<file path="src/rtl/sixstep_pwm_gate.sv">
module sixstep_pwm_gate #(
  parameter int CNT_W   = 8,
  parameter int DUTY_LO = 69,
  parameter int DUTY_HI = 154
) (
  input  logic             clk,
  input  logic             rst_n,
  input  logic [2:0]       hall,
  input  logic             dir_rev,
  input  logic             stop_req,
  input  logic             pwm_in_n,
  input  logic             uv_flag,
  input  logic             ilim_flag,
  input  logic             stall_drive_en,
  input  logic [CNT_W-1:0] duty,
  output logic [2:0]       gate_hi,
  output logic [2:0]       gate_lo
);
  localparam int SPAN = DUTY_HI - DUTY_LO;
  localparam int PW   = $clog2(SPAN);

  logic [2:0]    hall_q;
  logic          blank_q;
  logic          ilim_q;
  logic [PW-1:0] cnt;
  logic          wrap;
  logic [2:0]    fwd_hi, fwd_lo;
  logic          illegal, pwm_on, hi_en;

  assign wrap = (cnt == PW'(SPAN - 1));

  always_ff @(posedge clk) begin
    if (!rst_n) begin
      hall_q  <= 3'b000;
      blank_q <= 1'b1;
      ilim_q  <= 1'b0;
      cnt     <= '0;
    end else begin
      hall_q  <= hall;
      blank_q <= (hall != hall_q);
      ilim_q  <= wrap ? 1'b0 : (ilim_q | ilim_flag);
      cnt     <= wrap ? '0 : cnt + 1'b1;
    end
  end

  always_comb begin
    case (hall_q)
      3'b101:  begin fwd_hi = 3'b001; fwd_lo = 3'b010; end
      3'b100:  begin fwd_hi = 3'b001; fwd_lo = 3'b100; end
      3'b110:  begin fwd_hi = 3'b010; fwd_lo = 3'b100; end
      3'b010:  begin fwd_hi = 3'b010; fwd_lo = 3'b001; end
      3'b011:  begin fwd_hi = 3'b100; fwd_lo = 3'b001; end
      3'b001:  begin fwd_hi = 3'b100; fwd_lo = 3'b010; end
      default: begin fwd_hi = 3'b000; fwd_lo = 3'b000; end
    endcase
  end

  assign illegal = (hall_q == 3'b000) || (hall_q == 3'b111);
  assign pwm_on  = (duty >= CNT_W'(DUTY_HI)) ||
                   ((duty > CNT_W'(DUTY_LO)) && ((duty - CNT_W'(DUTY_LO)) > CNT_W'(cnt)));
  assign hi_en   = pwm_on && !pwm_in_n && !uv_flag && stall_drive_en && !ilim_q && !ilim_flag;

  logic allow;
  assign allow   = !stop_req && !illegal && !blank_q;
  assign gate_hi = (allow && hi_en) ? (dir_rev ? fwd_lo : fwd_hi) : 3'b000;
  assign gate_lo = allow ? (dir_rev ? fwd_hi : fwd_lo) : 3'b000;

  p_onehot_r1: assert property (@(posedge clk) disable iff (!rst_n)
    $onehot0(gate_hi) && $onehot0(gate_lo) && ((gate_hi & gate_lo) == 3'b000));
  p_illegal_off_r3: assert property (@(posedge clk) disable iff (!rst_n)
    (hall_q == 3'b000 || hall_q == 3'b111) |-> (gate_hi == 3'b000 && gate_lo == 3'b000));
  p_extpwm_off_r4: assert property (@(posedge clk) disable iff (!rst_n)
    pwm_in_n |-> (gate_hi == 3'b000));
  p_stop_off_r5: assert property (@(posedge clk) disable iff (!rst_n)
    stop_req |-> (gate_hi == 3'b000 && gate_lo == 3'b000));
  p_uv_off_r7: assert property (@(posedge clk) disable iff (!rst_n)
    uv_flag |-> (gate_hi == 3'b000));
  p_ilim_hold_r8: assert property (@(posedge clk) disable iff (!rst_n)
    ($past(ilim_flag) && cnt != '0) |-> (gate_hi == 3'b000));
  p_blank_r9: assert property (@(posedge clk) disable iff (!rst_n)
    (hall_q != $past(hall_q)) |-> (gate_hi == 3'b000 && gate_lo == 3'b000));
  p_stall_off_r10: assert property (@(posedge clk) disable iff (!rst_n)
    !stall_drive_en |-> (gate_hi == 3'b000));
  p_lo_steady_r11: assert property (@(posedge clk) disable iff (!rst_n)
    (!blank_q && $past(!blank_q) && $stable(hall_q) && $stable(stop_req) && $stable(dir_rev))
      |-> $stable(gate_lo));
endmodule

</file>
<file path="config.mk">
export PLATFORM = sky130hd
export DESIGN_NAME = sixstep_pwm_gate
export DESIGN_NICKNAME = d
export VERILOG_FILES = /design/src/rtl/sixstep_pwm_gate.sv
export SDC_FILE = /design/constraint.sdc
export NUM_CORES = 1
export LEC_CHECK = 0
export BUFFER_PORTS_ARGS = -buffer_cell sky130_fd_sc_hd__buf_4
export CAP_MARGIN = 20
export CORE_MARGIN = 8
export CORE_UTILIZATION = 55
export DETAILED_ROUTE_END_ITERATION = 7
export PLACE_DENSITY_LB_ADDON = 0.15
export SYNTH_ARGS = -nofsm -noshare
export SYNTH_HDL_FRONTEND = slang
export SYNTH_SLANG_ARGS = --single-unit
</file>
<file path="constraint.sdc">
create_clock -name clk -period 4.5 [get_ports clk]
set_input_delay 0.9 -clock clk [delete_from_list [all_inputs] [get_ports clk]]
set_output_delay 0.9 -clock clk [all_outputs]
set_load 0.05 [all_outputs]
</file>
Word-level counts from Yosys, hierarchy flattened
Index checks and enable logic that the tools add are counted.

cells by class
  add/subtract/negate cells = 2
  bitwise logic cells = 2
  $lt $le $gt $ge = 3
  equality and inequality tests = 9
  reductions and logical operators = 26
  mux-type cells = 6

operator list
  cell                   count
  $pmux W3 S3            2
  $reduce_or A2 Y1       7
  $eq A3 B3 Y1 const B   4
  $mux W3                4
  $logic_and A1 B1 Y1    9
  $ge A8 B8 Y1 const B   1
  $gt A8 B7 Y1           1
  $gt A8 B7 Y1 const B   1
  $sub A8 B7 Y8 const B  1
  $add A7 B1 Y7 const B  1
  $eq A7 B7 Y1 const B   1
  $logic_not A1 Y1       7
  $eq A3 B2 Y1 const B   2
  $eq A3 B1 Y1 const B   1
  $logic_not A3 Y1       1
  $ne A3 B3 Y1           1
  $logic_or A1 B1 Y1     2
  $not A1 Y1             1
  $or A1 B1 Y1           1

storage, ports and cells
  register bits after elaboration = 12
  output and inout bits = 6
  bits of input ports = 19

Logic depth before layout (Yosys ltp)
  depth in word-level cells = 11
  gate-level depth with buffers = 10

Worst setup path after synthesis
Ideal clock, no wire load.

  path kind = input port to output port
  from = input duty[0]
  to = output gate_hi[0]
  cell stages on the path = 8
  data arrival time = 3497 ps
  buffers on the path = 0
  data required time = 3600 ps
  setup slack = 103 ps
  cells stage by stage = o21ai_0 > nand2_1 > xnor2_1 > ha_1 > nand4_1 > o21bai_1 > a31o_2 > a221oi_1

between the ends
  longest elaborated chain between the ends = 11
  elaborated cells on any way between the ends = 13
  those cells by class = add/sub: 1; order compare: 3; mux: 1; reduce/logical: 8

RTL lines
  element                               line  source
  start, declared                       15    input logic [CNT_W-1:0] duty,
  $sub A8 B7 Y8                         60    ((duty > CNT_W'(DUTY_LO)) && ((duty - CNT_W'(DUTY_LO)) > CNT_W'(cnt)));
  $gt A8 B7 Y1                          60
  $logic_and A1 B1 Y1                   60
  $logic_or A1 B1 Y1 (*)                59    assign pwm_on = (duty >= CNT_W'(DUTY_HI)) ||
  $logic_and A1 B1 Y1 (*) (5 in a row)  61    assign hi_en = pwm_on && !pwm_in_n && !uv_flag && stall_drive_en && !ilim_q && !ilim_flag;
  $logic_and A1 B1 Y1 (*)               65    assign gate_hi = (allow && hi_en) ? (dir_rev ? fwd_lo : fwd_hi) : 3'b000;
  $mux W3 (*)                           65
  end, declared                         16    output logic [2:0] gate_hi,

Every way passes the cells marked *; elsewhere a longest branch is shown, timed or not.

Worst setup path in the final report
Ends and elaborated chain as after synthesis.

==> impl_results.md <==
* Outcome: finished clean
* RePlAce Congestion at about 0.85
* Post-CTS Resized at 0
* Netlist Area Pre-Place at between 900 and 1000 sq um
* Endpoint class of the critical path: output port
* RSZ-0062 raised after global routing: false
* Final Critical Period at between 4000 and 5000 ps
* Post-CTS Hold Buffers at 0
* Synth unique cells at 36
* DP HPWL at between 1500 and 2000 um
* Most common cell on crit path: buf_4
* Rows at 15
* Crit-path slowest cell: o21ai_0
* Num CTS Buffers at 3
* Die Wd at just under 60 um
* CTS tree: built
* Syn Nets at ~150
* First-pass GRT wire length at between 3000 and 4000 um
* Core area at roughly 1700 sq um
* Crit-path cells: buf_4 -> o21ai_0 -> nand2_1 -> xnor2_1 -> ha_1 -> nand4_1 -> o21bai_1 -> a31o_2 -> a221oi_1 -> buf_4
* Max frequency at between 200 and 250 MHz
* IO Pins at 25
* Compound-cell area share of the yosys netlist at 0.143
* Gr usage total at 0.130
* Worst skew pair latency at about 270 ps
* Maximum VDD drop at 0.265 mV
* Routed Antenna Nets at 0
* CTS root buffer: clkbuf_4
* Power Total at ~270 uW
* DP Cell Count at roughly 160
* Post-synthesis adder-cell area fraction at 0.155
* CP Launch Type: primary input
* Kind of critical path: primary input to output port
* DIE AREA at roughly 3400 sq um
* Max Cap Violations at 0
* Max Slew Vio Count at 0
* Reg clk slew, reported paths at 70 ps
* Synth Area in Simple Gates at 0.272
* Sequential fraction of the synthesis area at 0.247
* Mux contribution to synthesized area at 0
* Final wirelength at 2060 um
* Share of the synthesized area in the top cell type at 0.247
* Htree depth at 1
* Layout cells sized above 1 at 0.221
* Vias at between 800 and 900
* Via/cell ratio at approximately 5.5
* Worst rel slew slack at 0.717
* Largest family of logic cells by synthesized area: simple AND/OR/NAND/NOR gates
* Starting Density at 0.575
* Setup repair bufs after CTS at 0
* N_diodes at 0
* Post-Synth XOR/XNOR Area at 0.117
* Worst endpoint required time at about 3600 ps
* Maximum root-to-sink buffer count at 2
* Worst Hold Class: flop to flop
* Clock tree sinks at 12
* Lkg Pwr at a little over 0.5 nW
* Total grt overflow at 0
* Final non-filler cell total at ~160
* Vias in the first global route at between 900 and 1000
* Final net count at 177
* P per Cell Area at between 200 and 250 nW/um^2
* Cells after Synth at 121
* Synthesis-to-finish area growth at 22.6%
* Cell area after layout at around 1200 sq um
* Final hold viol count at 0
* Synth top area cells: dfxtp_1 25%, ha_1 15%, xnor2_1 9.0%
* Setup_tns at 0 ps
* Avg Inst Size Synth at approximately 8 sq um
* Die height at between 50 and 60 um
* CP peak stage delay at about 360 ps
* Synthesis-stage register bit count at 12
* DR pass1 iterations at 4
* Finish-stage setup viols at 0
* DR DRC count at 0
* Worst-path maximum fanout at 4
* Cell taking the most area after synthesis: dfxtp_1
* Antenna violations before repair at 0
* YS warnings at 0
* Fin crit share at 0.896
* Worst-margin pin slew at ~420 ps
* Largest net degree at the start of global routing at 11
* Detailed router's first-iteration violation count at 12
* Skew final at approximately 0.98 ps
* WL/cell at between 10 and 15 um
* Placed inst area at 1150 sq um
* Port Buffers at 24
* CP arrival at around 3100 ps
==> report_power, final <==
part | internal, mW | total, mW | switching [mW]
sequential | 0.111 | 0.117 | 0.00655
clock | 0.0492 | 0.0852 | 0.0360
combinational | 0.0347 | 0.0660 | 0.0313
total | 0.195 | 0.269 | 0.0738
==> state kept, by name, indices dropped and copies added (netlist names) <==
| name | flops |
|---|---|
| cnt | 7 |
| hall_q | 3 |
| blank_q | 1 |
| ilim_q | 1 |
==> worst max-delay path, delay by kind of cell <==
kind | cells | cell delay [ps]
AOI/OAI and AO/OA | 4 | 1130
buffers and inverters | 2 | 370
and+or+nand+nor | 2 | 250
adders and majority gates | 1 | 320
xor gates and xnor gates | 1 | 160
==> cell type report <==
cell class                      instances  area (sq um)
Fill cell                             149           499
Tap cell                               17          21.3
Inverter                               12          45.0
Timing Repair Buffer                   24           180
Multi-Input combinational cell         93           667
Sequential cell                        12           240
Clock buffer                            4          36.3
==> layout by cell type, fill, tap and decap left out, types with 4 or more instances in the layout <==
cell,netlist,layout
buf_4,0,24
nor2_1,16,16
inv_1,12,12
ha_1,12,12
dfxtp_1,12,12
xnor2_1,10,10
a21oi_1,5,5
nand3_1,5,5
nor3_1,4,4
==> cell families (layout without fill, tap and decap cells) <==
logic type      count (synthesis)  in the layout
fa+ha+maj                      12             12
simple gates                   48             48
xor+xnor                       13             13
flops                          12             12
compound gates                 20             20
buf+inv                        16             40
==> through the flow <==
stage / setup WS (ps) / hold WS (ps) / utilization
after global placement: 553 / 464 / 0.683
after detailed placement: 465 / 485 / 0.683
after global routing: 295 / 528 / 0.704
after floorplan: 103 / 444 / -
final: 469 / 505 / 0.704
after CTS: 470 / 502 / 0.704
==> Yosys cell counts <==
| library cell | count |
|---|---|
| or3b_2 | 2 |
| nor4bb_1 | 1 |
| buf_2 | 3 |
| xnor2_1 | 10 |
| a21boi_1 | 1 |
| inv_1 | 12 |
| o22ai_1 | 1 |
| and2_1 | 3 |
| nand4_1 | 2 |
| nor2b_1 | 2 |
| o311ai_0 | 1 |
| xor2_1 | 3 |
| nand3b_1 | 3 |
| a31o_2 | 1 |
| nor4_1 | 1 |
| nor2_1 | 16 |
| ha_1 | 12 |
| or3b_1 | 1 |
| a22o_1 | 1 |
| a21o_1 | 1 |
| o2111ai_1 | 1 |
| or4_1 | 1 |
| nand2b_1 | 1 |
| nand3_1 | 5 |
| a21oi_1 | 5 |
| a22oi_1 | 1 |
| a221oi_1 | 2 |
| nand2_1 | 3 |
| o21ai_0 | 2 |
| clkbuf_1 | 1 |
| nor4_2 | 1 |
| dfxtp_1 | 12 |
| nor3_1 | 4 |
| and3_1 | 2 |
| o21bai_1 | 1 |
| a211oi_1 | 2 |
==> per-layer routing <==
metal | GRT usage | up-vias | wire [um]
met1 | 0.143 | 404 | 922
met5 | 0 | - | 0
li1 | - | 470 | -
met2 | 0.236 | 16 | 1060
met3 | 0.0442 | 2 | 63
met4 | 0.0210 | 0 | 14
==> worst paths after layout <==
kind                            cells after the start  slack, ps    endpoint     from
worst max register to register                      4       3170      cnt[2]   cnt[2]
worst max-delay path                               10        470  gate_hi[0]  duty[0]
worst min-delay path                                2        500      ilim_q   ilim_q
worst min register to register                      2        500      ilim_q   ilim_q
Power figures use the tool's default switching activity.
